## src/rtl/gpio_bank_pkg.sv

```systemverilog
package gpio_bank_pkg;

  // control word bit positions (the decoding depends on these)
  localparam int B_LOW  = 0;
  localparam int B_HIGH = 1;
  localparam int B_TYPE = 2;
  localparam int B_IEN  = 3;
  localparam int B_PEND = 4;
  localparam int B_OE   = 5;
  localparam int B_DOUT = 6;
  localparam int B_DIN  = 7;
  localparam int B_PUEN = 8;
  localparam int B_PUUP = 9;
  localparam int CTRL_W = 10;

  typedef struct packed {
    logic pull_up;
    logic pull_en;
    logic dout;
    logic oe;
    logic ien;
    logic itype;
    logic ihigh;
    logic ilow;
  } pin_cfg_t;

endpackage

```

## src/rtl/gpio_rst_sync.sv

```systemverilog
module gpio_rst_sync (
  input  logic clk,
  input  logic rst_n,
  output logic rst_core_n
);

  logic [1:0] rs_q;

  always_ff @(posedge clk or negedge rst_n) begin
    if (!rst_n) begin
      rs_q <= '0;
    end else begin
      rs_q <= {rs_q[0], 1'b1};
    end
  end

  assign rst_core_n = rs_q[1];

endmodule

```

## src/rtl/gpio_sync.sv

```systemverilog
module gpio_sync #(
  parameter int W      = 32,
  parameter int STAGES = 2
) (
  input  logic         clk,
  input  logic         rst_n,
  input  logic [W-1:0] d,
  output logic [W-1:0] q
);

  logic [STAGES-1:0][W-1:0] stg_q;
  logic [STAGES-1:0][W-1:0] stg_n;

  always_comb begin
    stg_n[0] = d;
    for (int k = 1; k < STAGES; k++) begin
      stg_n[k] = stg_q[k-1];
    end
  end

  always_ff @(posedge clk or negedge rst_n) begin
    if (!rst_n) begin
      stg_q <= '0;
    end else begin
      stg_q <= stg_n;
    end
  end

  assign q = stg_q[STAGES-1];

endmodule

```

## src/rtl/gpio_pin_cell.sv

```systemverilog
module gpio_pin_cell
  import gpio_bank_pkg::*;
(
  input  logic              clk,
  input  logic              rst_n,
  input  logic              wr_en,
  input  logic [CTRL_W-1:0] wdata,
  input  logic              din,
  output logic [CTRL_W-1:0] ctrl_rd,
  output logic              pend,
  output logic              ien,
  output logic              oe,
  output logic              dout,
  output logic              pu_en,
  output logic              pu_up
);

  pin_cfg_t cfg_q, cfg_n;
  logic     pend_q, pend_n;
  logic     prev_q;
  logic     rise, fall, ev;
  logic     unused_wbits;

  assign unused_wbits = wdata[B_DIN];

  // event detection on the synchronized level
  always_comb begin
    rise = din & ~prev_q;
    fall = ~din & prev_q;
    if (cfg_q.itype) begin
      ev = (cfg_q.ihigh & rise) | (cfg_q.ilow & fall);
    end else begin
      ev = (cfg_q.ihigh & ~cfg_q.ilow & din) | (cfg_q.ilow & ~cfg_q.ihigh & ~din);
    end
  end

  // next state: configuration and pending flag
  always_comb begin
    cfg_n = cfg_q;
    if (wr_en) begin
      cfg_n.ilow    = wdata[B_LOW];
      cfg_n.ihigh   = wdata[B_HIGH];
      cfg_n.itype   = wdata[B_TYPE];
      cfg_n.ien     = wdata[B_IEN] & ~wdata[B_OE];
      cfg_n.oe      = wdata[B_OE];
      cfg_n.dout    = wdata[B_DOUT];
      cfg_n.pull_en = wdata[B_PUEN];
      cfg_n.pull_up = wdata[B_PUUP];
    end
    pend_n = ev | (pend_q & ~(wr_en & wdata[B_PEND]));
  end

  always_ff @(posedge clk or negedge rst_n) begin
    if (!rst_n) begin
      cfg_q  <= '0;
      pend_q <= 1'b0;
      prev_q <= 1'b0;
    end else begin
      cfg_q  <= cfg_n;
      pend_q <= pend_n;
      prev_q <= din;
    end
  end

  always_comb begin
    ctrl_rd         = '0;
    ctrl_rd[B_LOW]  = cfg_q.ilow;
    ctrl_rd[B_HIGH] = cfg_q.ihigh;
    ctrl_rd[B_TYPE] = cfg_q.itype;
    ctrl_rd[B_IEN]  = cfg_q.ien;
    ctrl_rd[B_PEND] = pend_q;
    ctrl_rd[B_OE]   = cfg_q.oe;
    ctrl_rd[B_DOUT] = cfg_q.dout;
    ctrl_rd[B_DIN]  = din;
    ctrl_rd[B_PUEN] = cfg_q.pull_en;
    ctrl_rd[B_PUUP] = cfg_q.pull_up;
  end

  assign pend  = pend_q;
  assign ien   = cfg_q.ien;
  assign oe    = cfg_q.oe;
  assign dout  = cfg_q.dout;
  assign pu_en = cfg_q.pull_en;
  assign pu_up = cfg_q.pull_up;

endmodule

```

## src/rtl/gpio_irq_merge.sv

```systemverilog
module gpio_irq_merge #(
  parameter int N = 32
) (
  input  logic         clk,
  input  logic         rst_n,
  input  logic [N-1:0] pend,
  input  logic [N-1:0] ien,
  output logic         irq
);

  logic irq_q, irq_n;

  always_comb begin
    irq_n = |(pend & ien);
  end

  always_ff @(posedge clk or negedge rst_n) begin
    if (!rst_n) begin
      irq_q <= 1'b0;
    end else begin
      irq_q <= irq_n;
    end
  end

  assign irq = irq_q;

endmodule

```

## src/rtl/gpio_irq_bank.sv

```systemverilog
module gpio_irq_bank
  import gpio_bank_pkg::*;
#(
  parameter int                NUM_PINS    = 32,
  parameter int                ADDR_W      = 8,
  parameter int                DATA_W      = 32,
  parameter int                SYNC_STAGES = 2,
  parameter logic [ADDR_W-1:0] PAD_OFS     = 8'h84,
  parameter logic [ADDR_W-1:0] STAT_OFS    = 8'h8C
) (
  input  logic                clk,
  input  logic                rst_n,
  input  logic                sel,
  input  logic                wr,
  input  logic [ADDR_W-1:0]   addr,
  input  logic [DATA_W-1:0]   wdata,
  output logic [DATA_W-1:0]   rdata,
  input  logic [NUM_PINS-1:0] pin_in,
  output logic [NUM_PINS-1:0] pin_oe,
  output logic [NUM_PINS-1:0] pin_out,
  output logic [NUM_PINS-1:0] pull_en,
  output logic [NUM_PINS-1:0] pull_up,
  output logic [DATA_W-1:0]   pad_en,
  output logic                irq
);

  localparam int              WIDX_W   = ADDR_W - 2;
  localparam logic [ADDR_W:0] CTRL_END = (ADDR_W+1)'(NUM_PINS * 4);

  logic                             rst_core_n;
  logic [NUM_PINS-1:0]              din_s;
  logic [NUM_PINS-1:0]              status_vec;
  logic [NUM_PINS-1:0]              ien_vec;
  logic [NUM_PINS-1:0][CTRL_W-1:0]  ctrl_rd;
  logic [NUM_PINS-1:0]              ctrl_wr;
  logic [WIDX_W-1:0]                widx;
  logic                             in_ctrl;
  logic                             wr_req, rd_req, pad_wr;
  logic [DATA_W-1:0]                pad_q, pad_n;
  logic [DATA_W-1:0]                rdata_q, rdata_n;
  logic                             unused_bits;

  assign unused_bits = ^{addr[1:0], wdata[DATA_W-1:CTRL_W]};

  gpio_rst_sync u_rst (
    .clk        (clk),
    .rst_n      (rst_n),
    .rst_core_n (rst_core_n)
  );

  gpio_sync #(.W(NUM_PINS), .STAGES(SYNC_STAGES)) u_sync (
    .clk   (clk),
    .rst_n (rst_core_n),
    .d     (pin_in),
    .q     (din_s)
  );

  // access decode
  assign wr_req  = sel & wr;
  assign rd_req  = sel & ~wr;
  assign widx    = addr[ADDR_W-1:2];
  assign in_ctrl = ({1'b0, addr} < CTRL_END);
  assign pad_wr  = wr_req & (addr == PAD_OFS);

  for (genvar p = 0; p < NUM_PINS; p++) begin : g_pin
    assign ctrl_wr[p] = wr_req & in_ctrl & (widx == WIDX_W'(p));

    gpio_pin_cell u_cell (
      .clk     (clk),
      .rst_n   (rst_core_n),
      .wr_en   (ctrl_wr[p]),
      .wdata   (wdata[CTRL_W-1:0]),
      .din     (din_s[p]),
      .ctrl_rd (ctrl_rd[p]),
      .pend    (status_vec[p]),
      .ien     (ien_vec[p]),
      .oe      (pin_oe[p]),
      .dout    (pin_out[p]),
      .pu_en   (pull_en[p]),
      .pu_up   (pull_up[p])
    );
  end

  gpio_irq_merge #(.N(NUM_PINS)) u_merge (
    .clk   (clk),
    .rst_n (rst_core_n),
    .pend  (status_vec),
    .ien   (ien_vec),
    .irq   (irq)
  );

  // pad-enable word
  always_comb begin
    pad_n = pad_q;
    if (pad_wr) begin
      pad_n = wdata;
    end
  end

  // read mux
  always_comb begin
    rdata_n = '0;
    if (addr == PAD_OFS) begin
      rdata_n = pad_q;
    end else if (addr == STAT_OFS) begin
      rdata_n = DATA_W'(status_vec);
    end else if (in_ctrl) begin
      for (int p = 0; p < NUM_PINS; p++) begin
        if (widx == WIDX_W'(p)) begin
          rdata_n = DATA_W'(ctrl_rd[p]);
        end
      end
    end
  end

  always_ff @(posedge clk or negedge rst_core_n) begin
    if (!rst_core_n) begin
      pad_q   <= '0;
      rdata_q <= '0;
    end else begin
      if (pad_wr) begin
        pad_q <= pad_n;
      end
      if (rd_req) begin
        rdata_q <= rdata_n;
      end
    end
  end

  assign pad_en = pad_q;
  assign rdata  = rdata_q;

endmodule

```

## config.mk

```make
export PLATFORM = sky130hd
export DESIGN_NAME = gpio_irq_bank
export DESIGN_NICKNAME = d
export VERILOG_FILES = /design/src/rtl/gpio_bank_pkg.sv /design/src/rtl/gpio_rst_sync.sv /design/src/rtl/gpio_sync.sv /design/src/rtl/gpio_pin_cell.sv /design/src/rtl/gpio_irq_merge.sv /design/src/rtl/gpio_irq_bank.sv
export SDC_FILE = /design/constraint.sdc
export NUM_CORES = 1
export LEC_CHECK = 0
export BUFFER_PORTS_ARGS = -buffer_cell sky130_fd_sc_hd__buf_2
export CAP_MARGIN = 20
export CORE_MARGIN = 1.5
export CORE_UTILIZATION = 50
export DETAILED_ROUTE_END_ITERATION = 12
export PLACE_DENSITY = 0.7
export SLEW_MARGIN = 30
export SYNTH_ARGS = -nofsm -noshare
export SYNTH_HDL_FRONTEND = slang
export SYNTH_SLANG_ARGS = --single-unit
```

## constraint.sdc

```tcl
create_clock -name clk -period 16.4 [get_ports clk]
set_input_delay 0.82 -clock clk [delete_from_list [all_inputs] [get_ports clk]]
set_output_delay 0.82 -clock clk [all_outputs]
set_load 0.01 [all_outputs]
```

==> summary.md <==
| Metric | Value |
|---|---|
| Number of flops mapped to enable cells by yosys | 0 |
| R2R Setup Slk | between 10,000 and 15,000 ps |
| Critical Path RT | around 17,000 ps |
| Net Sw Frac | 0.2534 |
| Cell Area, Synth | 0.02150 mm² |
| Synth unique cells | 73 |
| IO Pins | about 270 |
| FF-to-FF Start | g_pin[3].u_cell.ctrl_rd[0] |
| RR Endpoint | rdata[0] |
| First-pass GRT wire length | 107,800 µm |
| Avg Synthesized Cell Area | 11.55 µm² |
| Ys flop type | dfrtp_1 |
| Total GRT Usage | 0.3310 |
| Worst min path class | primary input to flop |
| Post-CTS setup repair buffer count | 0 |
| CP startpoint kind | primary input |
| Int Pwr | approximately 2 mW |
| CP cell instances | buf_4 -> buf_4 -> buf_4 -> nor2b_1 -> nand2_1 -> nor2_1 -> mux2_2 |
| CP Class | primary input to flop |
| Min Tclk post-route | around 3900 ps |
| Seq pwr share | 0.467 |
| Core area | 0.04223 mm² |
| Most used cell, CP | buf_4 |
| Yosys warns | 0 |
| Syn Inst Count | roughly 1,900 |
| Largest fanout on the critical path | 42 |
| Die X | about 210 µm |
| Gate power share | 0.091 |
| Cts bufs inserted | 49 |
| Endpoint, Worst Hold | u_sync.stg_n[52] |
| Vias in the first global route | around 16,000 |
| CTS tree | yes |
| IR drop worst, VDD | 0.00007720 V |
| Final setup fails | 0 |
| TritonRoute pass-1 iters | 5 |
| #FFs+latches synth | 451 |
| Post-synth top area cell | dfrtp_1 |
| Clock Tree Buf Depth | 3 |
| Worst reg2reg path depth | 6 |
| Worst skew pair latency | roughly 600 ps |
| Fin. max-slew vios | 0 |
| DRC viols | 0 |
| Top cells by area, synth | dfrtp_1 52%, mux2_2 16%, buf_4 4.5% |
| Unrepaired setup endpoints after global routing | no |
| Pwr/cell area | around 110 mW/mm² |
| Iteration-0 DRC count of the detailed router | between 2,000 and 2,500 |
| Worst Clk Skew | approximately 16 ps |
| Clock sink total | ~450 |
| Layout area overhead | 12.49% |
| Clock share of power | 0.442 |
| Share of the synthesized area in the top cell type | 0.5250 |
| Count of nets after finishing | slightly above 2,000 |
| Initial Util | 0.5091 |
| Via Count | between 15,000 and 20,000 |
| Hold Crit Start | pin_in[20] |
| CTS Hold Buffers Added | 1 |
| Leakage | between 10 and 15 nW |
| Initial antenna violation count | 3 |
| Post-Route Utilization | 0.5727 |
| Die H | approximately 210 µm |
| ANT nets after route | 0 |
| Largest net degree at the start of global routing | between 150 and 200 |
| Ys async rst share | 1.000 |
| Critical Path AT | 4360 ps |
| Diode count | 0 |
| Post-CTS resize count | 0 |
| Hold path cells | 1 |
| Worst-Margin Slew | around 1000 ps |
| Outcome | complete, no violations |
| Root buffer cell | clkbuf_16 |
| Slew HR | 0.3304 |
| Syn_nets | 1,937 |
| Max Cap Viol | 0 |
| Final Hold Violating Endpoints | 0 |
| DR WL/cell | 28.48 µm |
| NetSw | 0.6658 mW |
| Number of H-tree levels | 2 |
| Layout cells sized above 1 | 0.3672 |
| Max incr delay on CP | approximately 870 ps |
| Clock Pin Slew Worst Setup and Hold Paths | ~60 ps |
| CP endpoint kind | flop |
| FMAX | approximately 260 MHz |
| Routed vias/inst | roughly 6.5 |
| Post-DP HPWL | 50,530 µm |
| Die area | approximately 0.044 mm² |
| Post-synthesis sequential area ratio | 0.5250 |
| Remaining Overflow, GRT | 0 |
| Routed wire length | 72,590 µm |
| Setup TNS | 0 ps |
| FP Rows | 75 |
| RePlAce Congestion | 1.031 |
| Slowest CP cell | nor2_1 |
| Buffers on Ports | about 270 |
| Final worst-path cycle share | 0.2374 |
==> sequential cells by signal (all words and copies together), names as in the netlist <==
register / flops
pad_en: 32
g_pin.u_cell.prev_q: 32
g_pin.u_cell.pend: 32
u_merge.irq: 1
g_pin.u_cell.oe: 32
g_pin.u_cell.ctrl_rd: 96
u_sync.stg_n: 32
g_pin.u_cell.pu_up: 32
u_sync.q: 32
g_pin.u_cell.ien: 32
g_pin.u_cell.dout: 32
rdata: 32
g_pin.u_cell.pu_en: 32
u_rst.rs_q: 2
==> cell families (layout without fill, tap and decap cells) <==
| kind of cell | after synthesis | count (layout) | share of synthesized area |
|---|---|---|---|
| buffers and inverters | 250 | 399 | 0.06798 |
| AOI/OAI and AO/OA | 441 | 441 | 0.1353 |
| and+or+nand+nor | 383 | 383 | 0.08771 |
| DFF | 451 | 451 | 0.5250 |
| other | 1 | 1 | 0.0001744 |
| muxes | 335 | 335 | 0.1839 |
==> worst max-delay path: cells and delay by family <==
family / cells / cell delay, ps
buffers and inverters: 3 / 1540
multiplexers: 1 / 420
AND/OR/NAND/NOR: 3 / 1510
==> how the worst max path moves through the flow <==
stage,startpoint,to,slack [ps],depth (start not counted)
floorplan,u_rst.rs_q[1],g_pin[0].u_cell.ctrl_rd[0],2900,0
global placement,addr[2],rdata[0],12040,7
detailed placement,addr[2],rdata[0],11990,7
CTS,addr[3],g_pin[14].u_cell.ctrl_rd[2],12620,7
global route,addr[2],rdata[0],12410,7
finish,addr[3],g_pin[14].u_cell.ctrl_rd[2],12510,7
==> layout make-up <==
type	count	area (µm²)
Clock inverter	21	247.7
Tap cell	539	674.4
Multi-Input combinational cell	1160	8840
Sequential cell	451	11290
Inverter	7	26.28
Clock buffer	70	1468
Timing Repair Buffer	301	1637
Fill cell	3568	18050
==> per-layer routing <==
layer  part of all wire  wire (µm)  GRT usage  vias up
li1                   -          -          -     6933
met3               0.10       7265    0.07628      224
met4              0.055       3973     0.1684        2
met5            0.00017         12          0        -
met1               0.40      28970     0.4496     8383
met2               0.45      32360     0.4991     1051
==> metrics by stage <==
stage	total power, mW	hold slack, ps	instances	cell area, µm²	setup WS, ps
finish	2.628	327.8	2549	24180	12510
floorplan	1.385	331.2	1861	21500	2899
detailed placement	1.479	334.7	2457	22440	11990
CTS	2.641	306.5	2549	24160	12620
global route	2.714	323.4	2549	24180	12410
global placement	1.473	333.3	2456	22390	12040
==> placed cells by master (no fill, tap or decap), types with 8 or more instances in the layout <==
cell / n
dfrtp_1: 450
mux2_2: 299
buf_2: 266
nand2_1: 125
a21oi_1: 101
o21ai_0: 97
nor2_1: 88
clkbuf_16: 51
a22oi_1: 43
nand3_1: 42
nand2b_1: 37
a221oi_1: 34
a21o_1: 32
buf_4: 30
o22ai_1: 26
nor2_2: 19
mux2i_1: 18
mux4_2: 18
a211oi_1: 13
o211ai_1: 12
a31oi_1: 12
nor3_1: 12
clkbuf_8: 12
clkinv_2: 11
a22o_1: 8
and3_1: 8
==> synthesized netlist by cell type, drive strengths merged (26+ instances only) <==
cell    number
clkbuf      70
nand3       42
a21o        32
a22oi       43
dfrtp      451
a221oi      34
nand2b      37
buf        173
o22ai       26
mux2       299
a21oi      101
o21ai       97
nand2      125
nor2       107
==> power groups by stage <==
stage	logic (mW)	registers (mW)	clock network, mW
final	0.238	1.23	1.16
after floorplan	0.146	1.24	0
after global routing	0.257	1.23	1.22
after CTS	0.235	1.23	1.18
after detailed placement	0.234	1.25	0
after global placement	0.229	1.24	0
Note: power is estimated with default switching activity, not from simulation.
